--- config.mk ---
export PLATFORM = sky130hd
export DESIGN_NAME = sar_ctrl
export DESIGN_NICKNAME = d
export VERILOG_FILES = /design/src/rtl/sar_pkg.sv /design/src/rtl/sar_prescaler.sv /design/src/rtl/sar_approx.sv /design/src/rtl/sar_ctrl.sv
export SDC_FILE = /design/constraint.sdc
export NUM_CORES = 1
export LEC_CHECK = 0
export ABC_AREA = 1
export BUFFER_PORTS_ARGS = -buffer_cell sky130_fd_sc_hd__buf_4
export CORE_ASPECT_RATIO = 2
export CORE_MARGIN = 1
export CORE_UTILIZATION = 63
export CTS_CLUSTER_DIAMETER = 100
export DETAILED_ROUTE_END_ITERATION = 6
export PLACE_DENSITY = 0.95
export SYNTH_ARGS = -nofsm -noshare
export SYNTH_HDL_FRONTEND = slang
export SYNTH_SLANG_ARGS = --single-unit
--- constraint.sdc ---
create_clock -name clk -period 2.72 [get_ports clk]
set_input_delay 0.544 -clock clk [delete_from_list [all_inputs] [get_ports clk]]
set_output_delay 0.544 -clock clk [all_outputs]
set_load 0.05 [all_outputs]
--- src/rtl/sar_pkg.sv ---
package sar_pkg;
    typedef enum logic [1:0] {
        ST_IDLE = 2'd0,
        ST_SMP1 = 2'd1,
        ST_SMP2 = 2'd2,
        ST_CONV = 2'd3
    } sar_state_e;

    localparam int SMP1_TICKS = 2;
endpackage

--- src/rtl/sar_prescaler.sv ---
module sar_prescaler #(
    parameter int PRS_W = 5
) (
    input  logic             clk,
    input  logic             rst_n,
    input  logic             run,
    input  logic [PRS_W-1:0] code,
    output logic             tick
);
    localparam int CNT_W = PRS_W + 1;

    logic [CNT_W-1:0] cnt_d, cnt_q;
    logic [CNT_W-1:0] limit;

    always_comb begin
        limit = {code, 1'b1};
        tick  = run && (cnt_q == limit);
        cnt_d = cnt_q;
        if (!run) begin
            cnt_d = '0;
        end else if (cnt_q == limit) begin
            cnt_d = '0;
        end else begin
            cnt_d = cnt_q + 1'b1;
        end
    end

    always_ff @(posedge clk or negedge rst_n) begin
        if (!rst_n) begin
            cnt_q <= '0;
        end else begin
            cnt_q <= cnt_d;
        end
    end

    // Period is at least 2, so ticks never occur back to back.
    assert_tick_isolated_R2: assert property (@(posedge clk) disable iff (!rst_n)
        tick |=> !tick);
endmodule

--- src/rtl/sar_approx.sv ---
module sar_approx #(
    parameter int RES_W = 10,
    parameter int LOW_W = 8
) (
    input  logic             clk,
    input  logic             rst_n,
    input  logic             init,
    input  logic             step,
    input  logic             low_res,
    input  logic             cmp_above,
    output logic [RES_W-1:0] sar,
    output logic [RES_W-1:0] resolved,
    output logic             last
);
    localparam int IDX_W = $clog2(RES_W);
    localparam logic [IDX_W-1:0] MSB_HI = IDX_W'(RES_W - 1);
    localparam logic [IDX_W-1:0] MSB_LO = IDX_W'(LOW_W - 1);

    typedef struct packed {
        logic [RES_W-1:0] sar;
        logic [IDX_W-1:0] idx;
    } approx_t;

    approx_t st_d, st_q;

    always_comb begin
        resolved = st_q.sar;
        if (cmp_above) begin
            resolved[st_q.idx] = 1'b0;
        end
        st_d = st_q;
        if (init) begin
            st_d.idx = low_res ? MSB_LO : MSB_HI;
            st_d.sar = '0;
            st_d.sar[st_d.idx] = 1'b1;
        end else if (step) begin
            st_d.sar = resolved;
            if (st_q.idx != '0) begin
                st_d.idx = st_q.idx - 1'b1;
                st_d.sar[st_d.idx] = 1'b1;
            end
        end
        sar  = st_q.sar;
        last = (st_q.idx == '0);
    end

    always_ff @(posedge clk or negedge rst_n) begin
        if (!rst_n) begin
            st_q <= '0;
        end else begin
            st_q <= st_d;
        end
    end

    // The first trial word holds exactly one set bit.
    assert_first_trial_single_R4: assert property (@(posedge clk) disable iff (!rst_n)
        init |=> ($countones(sar) == 1));
    // Trial bits below the current one are never set ahead of time.
    assert_no_step_when_done_R4: assert property (@(posedge clk) disable iff (!rst_n)
        (step && last) |=> (sar == $past(resolved)));
endmodule

--- src/rtl/sar_ctrl.sv ---
module sar_ctrl
    import sar_pkg::*;
#(
    parameter int RES_W = 10,
    parameter int LOW_W = 8,
    parameter int PRS_W = 5,
    parameter int SMP_W = 2
) (
    input  logic             clk,
    input  logic             rst_n,
    input  logic             cfg_wr,
    input  logic [PRS_W-1:0] cfg_prescale,
    input  logic [SMP_W-1:0] cfg_sample_sel,
    input  logic             cfg_low_res,
    input  logic             start,
    input  logic             cmp_above,
    output logic [RES_W-1:0] dac_word,
    output logic             busy,
    output logic             done,
    output logic [RES_W-1:0] result
);
    localparam int SCNT_W = (1 << SMP_W) + 1;

    typedef struct packed {
        sar_state_e        state;
        logic [SCNT_W-1:0] cnt;
        logic [PRS_W-1:0]  prs;
        logic [SMP_W-1:0]  smp;
        logic              low_res;
        logic [RES_W-1:0]  result;
        logic              done;
    } ctrl_t;

    ctrl_t c_d, c_q;

    logic             tick;
    logic             ap_init, ap_step, ap_last;
    logic [RES_W-1:0] ap_sar, ap_resolved;
    logic [SCNT_W-1:0] s2_len;

    sar_prescaler #(.PRS_W(PRS_W)) prescaler_i (
        .clk  (clk),
        .rst_n(rst_n),
        .run  (c_q.state != ST_IDLE),
        .code (c_q.prs),
        .tick (tick)
    );

    sar_approx #(.RES_W(RES_W), .LOW_W(LOW_W)) approx_i (
        .clk      (clk),
        .rst_n    (rst_n),
        .init     (ap_init),
        .step     (ap_step),
        .low_res  (c_q.low_res),
        .cmp_above(cmp_above),
        .sar      (ap_sar),
        .resolved (ap_resolved),
        .last     (ap_last)
    );

    always_comb begin
        c_d      = c_q;
        c_d.done = 1'b0;
        ap_init  = 1'b0;
        ap_step  = 1'b0;
        s2_len   = SCNT_W'(2) << c_q.smp;
        if (cfg_wr) begin
            c_d.prs     = cfg_prescale;
            c_d.smp     = cfg_sample_sel;
            c_d.low_res = cfg_low_res;
            c_d.state   = ST_IDLE;
            c_d.cnt     = '0;
        end else begin
            unique case (c_q.state)
                ST_IDLE: begin
                    if (start) begin
                        c_d.state  = ST_SMP1;
                        c_d.cnt    = '0;
                        c_d.result = '0;
                    end
                end
                ST_SMP1: begin
                    if (tick) begin
                        if (c_q.cnt == SCNT_W'(SMP1_TICKS - 1)) begin
                            c_d.state = ST_SMP2;
                            c_d.cnt   = '0;
                        end else begin
                            c_d.cnt = c_q.cnt + 1'b1;
                        end
                    end
                end
                ST_SMP2: begin
                    if (tick) begin
                        if (c_q.cnt == s2_len - 1'b1) begin
                            c_d.state = ST_CONV;
                            c_d.cnt   = '0;
                            ap_init   = 1'b1;
                        end else begin
                            c_d.cnt = c_q.cnt + 1'b1;
                        end
                    end
                end
                ST_CONV: begin
                    if (tick) begin
                        ap_step = 1'b1;
                        if (ap_last) begin
                            c_d.result = ap_resolved;
                            c_d.done   = 1'b1;
                            c_d.state  = ST_IDLE;
                        end
                    end
                end
                default: c_d.state = ST_IDLE;
            endcase
        end
    end

    always_ff @(posedge clk or negedge rst_n) begin
        if (!rst_n) begin
            c_q <= '0;
        end else begin
            c_q <= c_d;
        end
    end

    assign dac_word = (c_q.state == ST_CONV) ? ap_sar : '0;
    assign busy     = (c_q.state != ST_IDLE);
    assign done     = c_q.done;
    assign result   = c_q.result;

    assert_done_single_R7: assert property (@(posedge clk) disable iff (!rst_n)
        done |=> !done);
    assert_result_held_idle_R7: assert property (@(posedge clk) disable iff (!rst_n)
        (!busy && !start) |=> $stable(result));
    assert_abort_R8: assert property (@(posedge clk) disable iff (!rst_n)
        cfg_wr |=> (!busy && !done));
    assert_dac_waits_tick_R2: assert property (@(posedge clk) disable iff (!rst_n)
        (busy && !tick && !cfg_wr) |=> $stable(dac_word));
    assert_low_res_upper_zero_R6: assert property (@(posedge clk) disable iff (!rst_n)
        (c_q.low_res && !done) |=> (dac_word[RES_W-1:LOW_W] == '0));
    assert_start_ignored_busy_R9: assert property (@(posedge clk) disable iff (!rst_n)
        (busy && start && !cfg_wr && !tick) |=> busy);
endmodule

==> results.sh <==
export IMPL_outcome="completed"
export IMPL_cts_buffers_inserted=5
export IMPL_rsz0062_at_grt="false"
export IMPL_io_buffers=34
export IMPL_dieHeight_um=99.8
export IMPL_drtAntennaViolNets=0
export IMPL_slew_headroom=0.613
export IMPL_crit_chain="inv_1, ha_1, nand2_2, inv_1, nand2_4, nand2_2, nand2_2, nand2_1, o21ai_2"
export IMPL_drcViolationCount=0
export IMPL_synth_top_area_share=0.382
export IMPL_slowest_stage="dfrtp_1"
export IMPL_vias=2676
export IMPL_finalWorstSetupSlack_ns=0.632
export IMPL_synth_cells=412
export IMPL_ctsHoldBuffers=0
export IMPL_postCtsSetupBuffers=0
export IMPL_coreArea_mm2=0.00460
export IMPL_insertion_delay_ns=0.30
export IMPL_min_period_over_period=0.768
export IMPL_p_leak_nw=1.77
export IMPL_post_drt_wl_per_cell_um=13.5
export IMPL_fmax_mhz=479
export IMPL_fillerInstances=371
export IMPL_maxCapViolCount=0
export IMPL_dp_slack_ns=0.661
export IMPL_peakVddDrop_mv=0.693
export IMPL_layout_commonest_cell="nand2_1"
export IMPL_drt_iter0_drc=96
export IMPL_dp_hpwl_um=5080
export IMPL_grt_pass1_wl_um=11200
export IMPL_cts_tree="done"
export IMPL_first_pass_iters=4
export IMPL_final_cells=491
export IMPL_antennaDiodeCount=0
export IMPL_multi_input_area_mm2=0.00151
export IMPL_grt_usage=0.291
export IMPL_boundaryPins=35
export IMPL_finClkSkew_ns=0.00943
export IMPL_placed_area_mm2=0.00321
export IMPL_wl_um=6610
export IMPL_synth_area_leaders="dfrtp_1 38%, nand2_1 15%, inv_1 6.7%, nand3_1 6.0%, ha_1 5.8%"
export IMPL_cts_resized=0
export IMPL_ys_seq_elements=46
export IMPL_cts_buffer_depth=2
export IMPL_root_buffer="clkbuf_8"
export IMPL_timing_hold_ws_ns=0.230
export IMPL_seqCellArea_mm2=0.00115
export IMPL_worstPathArrival_ns=2.27
export IMPL_grt_max_degree=47
export IMPL_drv_slew=0
export IMPL_place_inst=483
export IMPL_htreeDepth=2
export IMPL_crit_required_ns=2.91
export IMPL_area_growth_syn_to_layout_pct=10.4
export IMPL_path_class="reg2reg"
export IMPL_min_path_type="in2async"
export IMPL_vias_per_cell=5.45
export IMPL_crit_path_start_kind="flip-flop"
export IMPL_crit_fanout=20
export IMPL_gp_congestion=0.940
export IMPL_end_kind="flip-flop"
export IMPL_yosysTopAreaCell="dfrtp_1"
export IMPL_slowest_delay_ns=0.45
export IMPL_rows=35
export IMPL_finalSetupTns_ns=0
export IMPL_report_final_setup_viol=0
export IMPL_grt_pass1_vias=2584
export IMPL_ys_types=31
export IMPL_die_area_mm2=0.00508
export IMPL_clk_pin_slew_ns=0.09
export IMPL_yosysWarnings=0
export IMPL_syn_area_per_cell_um2=7.31
export IMPL_crit_top_cell="nand2_2"
export IMPL_final_cell_mix="122 x nand2_1, 54 x inv_1, 46 x dfrtp_1, 37 x nor2_1, 36 x nand3_1"
export IMPL_antenna_found_initial=0
export IMPL_ys_seq_area_frac=0.382
export IMPL_syn_num_nets=439
export IMPL_overflow=0
export IMPL_die_width_um=50.9
export IMPL_drive_gt1_frac=0.174
export IMPL_power_mw=1.93
export IMPL_syn_area_mm2=0.00301
export IMPL_fin_crit_ns=2.09
export IMPL_cellPowerDensity_mw_per_mm2=580
export IMPL_nNetsFinal=462
export IMPL_hold_viol_final=0
export IMPL_numClockSinks=46
export IMPL_final_core_util=0.723
export IMPL_start_util=0.655
export IMPL_worst_pin_slew_ns=0.581
export IMPL_design_area_mm2=0.00332
report_power, final:
part	leakage, nW	internal (mW)	total [mW]	switching, mW
Clock	0.0585	0.276	0.515	0.239
Sequential	0.598	0.732	0.793	0.0607
Combinational	1.12	0.188	0.620	0.432
Total	1.77	1.20	1.93	0.732
flip-flops by register name, summed over array words and instances (netlist names):
name               flops
approx_i.sar          10
approx_i.st_q          4
result                10
done                   1
c_q                   15
prescaler_i.cnt_q      6
worst max-delay path: cells and delay by family, from the launching register on:
| family | cells | cell delay [ns] |
|---|---|---|
| buf+inv | 2 | 0.39 |
| compound gates | 1 | 0.07 |
| simple gates | 5 | 0.74 |
| fa+ha+maj | 1 | 0.33 |
| flops | 1 | 0.45 |
layer usage:
layer	wire length, um	up-vias	GRT usage
met2	3700	92	0.554
met4	301	0	0.169
met3	234	25	0.0333
li1	-	1331	-
met1	2370	1228	0.288
met5	0	-	0
path summary, 6_finish.rpt:
check	from	to	slack, ns	depth (start not counted)
worst min register to register	result[1]	result[1]	0.49	2
min in group clk	cfg_sample_sel[1]	c_q[13]	0.44	3
worst min-delay path	rst_n	result[5]	0.23	1
worst max-delay path	approx_i.st_q[0]	result[6]	0.63	9
max in group asynchronous	rst_n	approx_i.st_q[2]	2.09	1
worst max register to register	approx_i.st_q[0]	result[6]	0.63	9
area by class of cell:
class / count / area share
Clock buffer: 5 / 0.0207
Clock inverter: 3 / 0.0132
Inverter: 58 / 0.0655
Multi-Input combinational cell: 289 / 0.455
Sequential cell: 46 / 0.346
Tap cell: 55 / 0.0207
Timing Repair Buffer: 35 / 0.0790
synth_stat cells:
cell type and n:
nand2_1 122, inv_1 54, dfrtp_1 46, nor2_1 37, nand3_1 36, o21ai_0 21
ha_1 14, o21ai_2 13, buf_4 10, a31oi_1 7, clkbuf_1 6, nand2_2 5
a21oi_1 4, inv_2 4, xnor2_1 4, buf_6 3, nand3_2 3, nand4_1 3
nor3_1 3, a21boi_0 2, nor2_2 2, nor2_4 2, or2_2 2, xor2_1 2
a211oi_1 1, nand2_4 1, nor2_8 1, nor3b_1 1, o211ai_1 1, o22ai_1 1
or2_0 1
cell families (layout without fill, tap and decap cells):
logic type	after synthesis	in the layout	share of synthesized area
AO/OA/AOI/OAI	50	50	0.106
XOR/XNOR	6	6	0.0174
adder cells (fa/ha/maj)	14	14	0.0582
buffers and inverters	77	101	0.116
flip-flops	46	46	0.382
AND/OR/NAND/NOR	219	219	0.320
(Power assumes the default switching activity.)
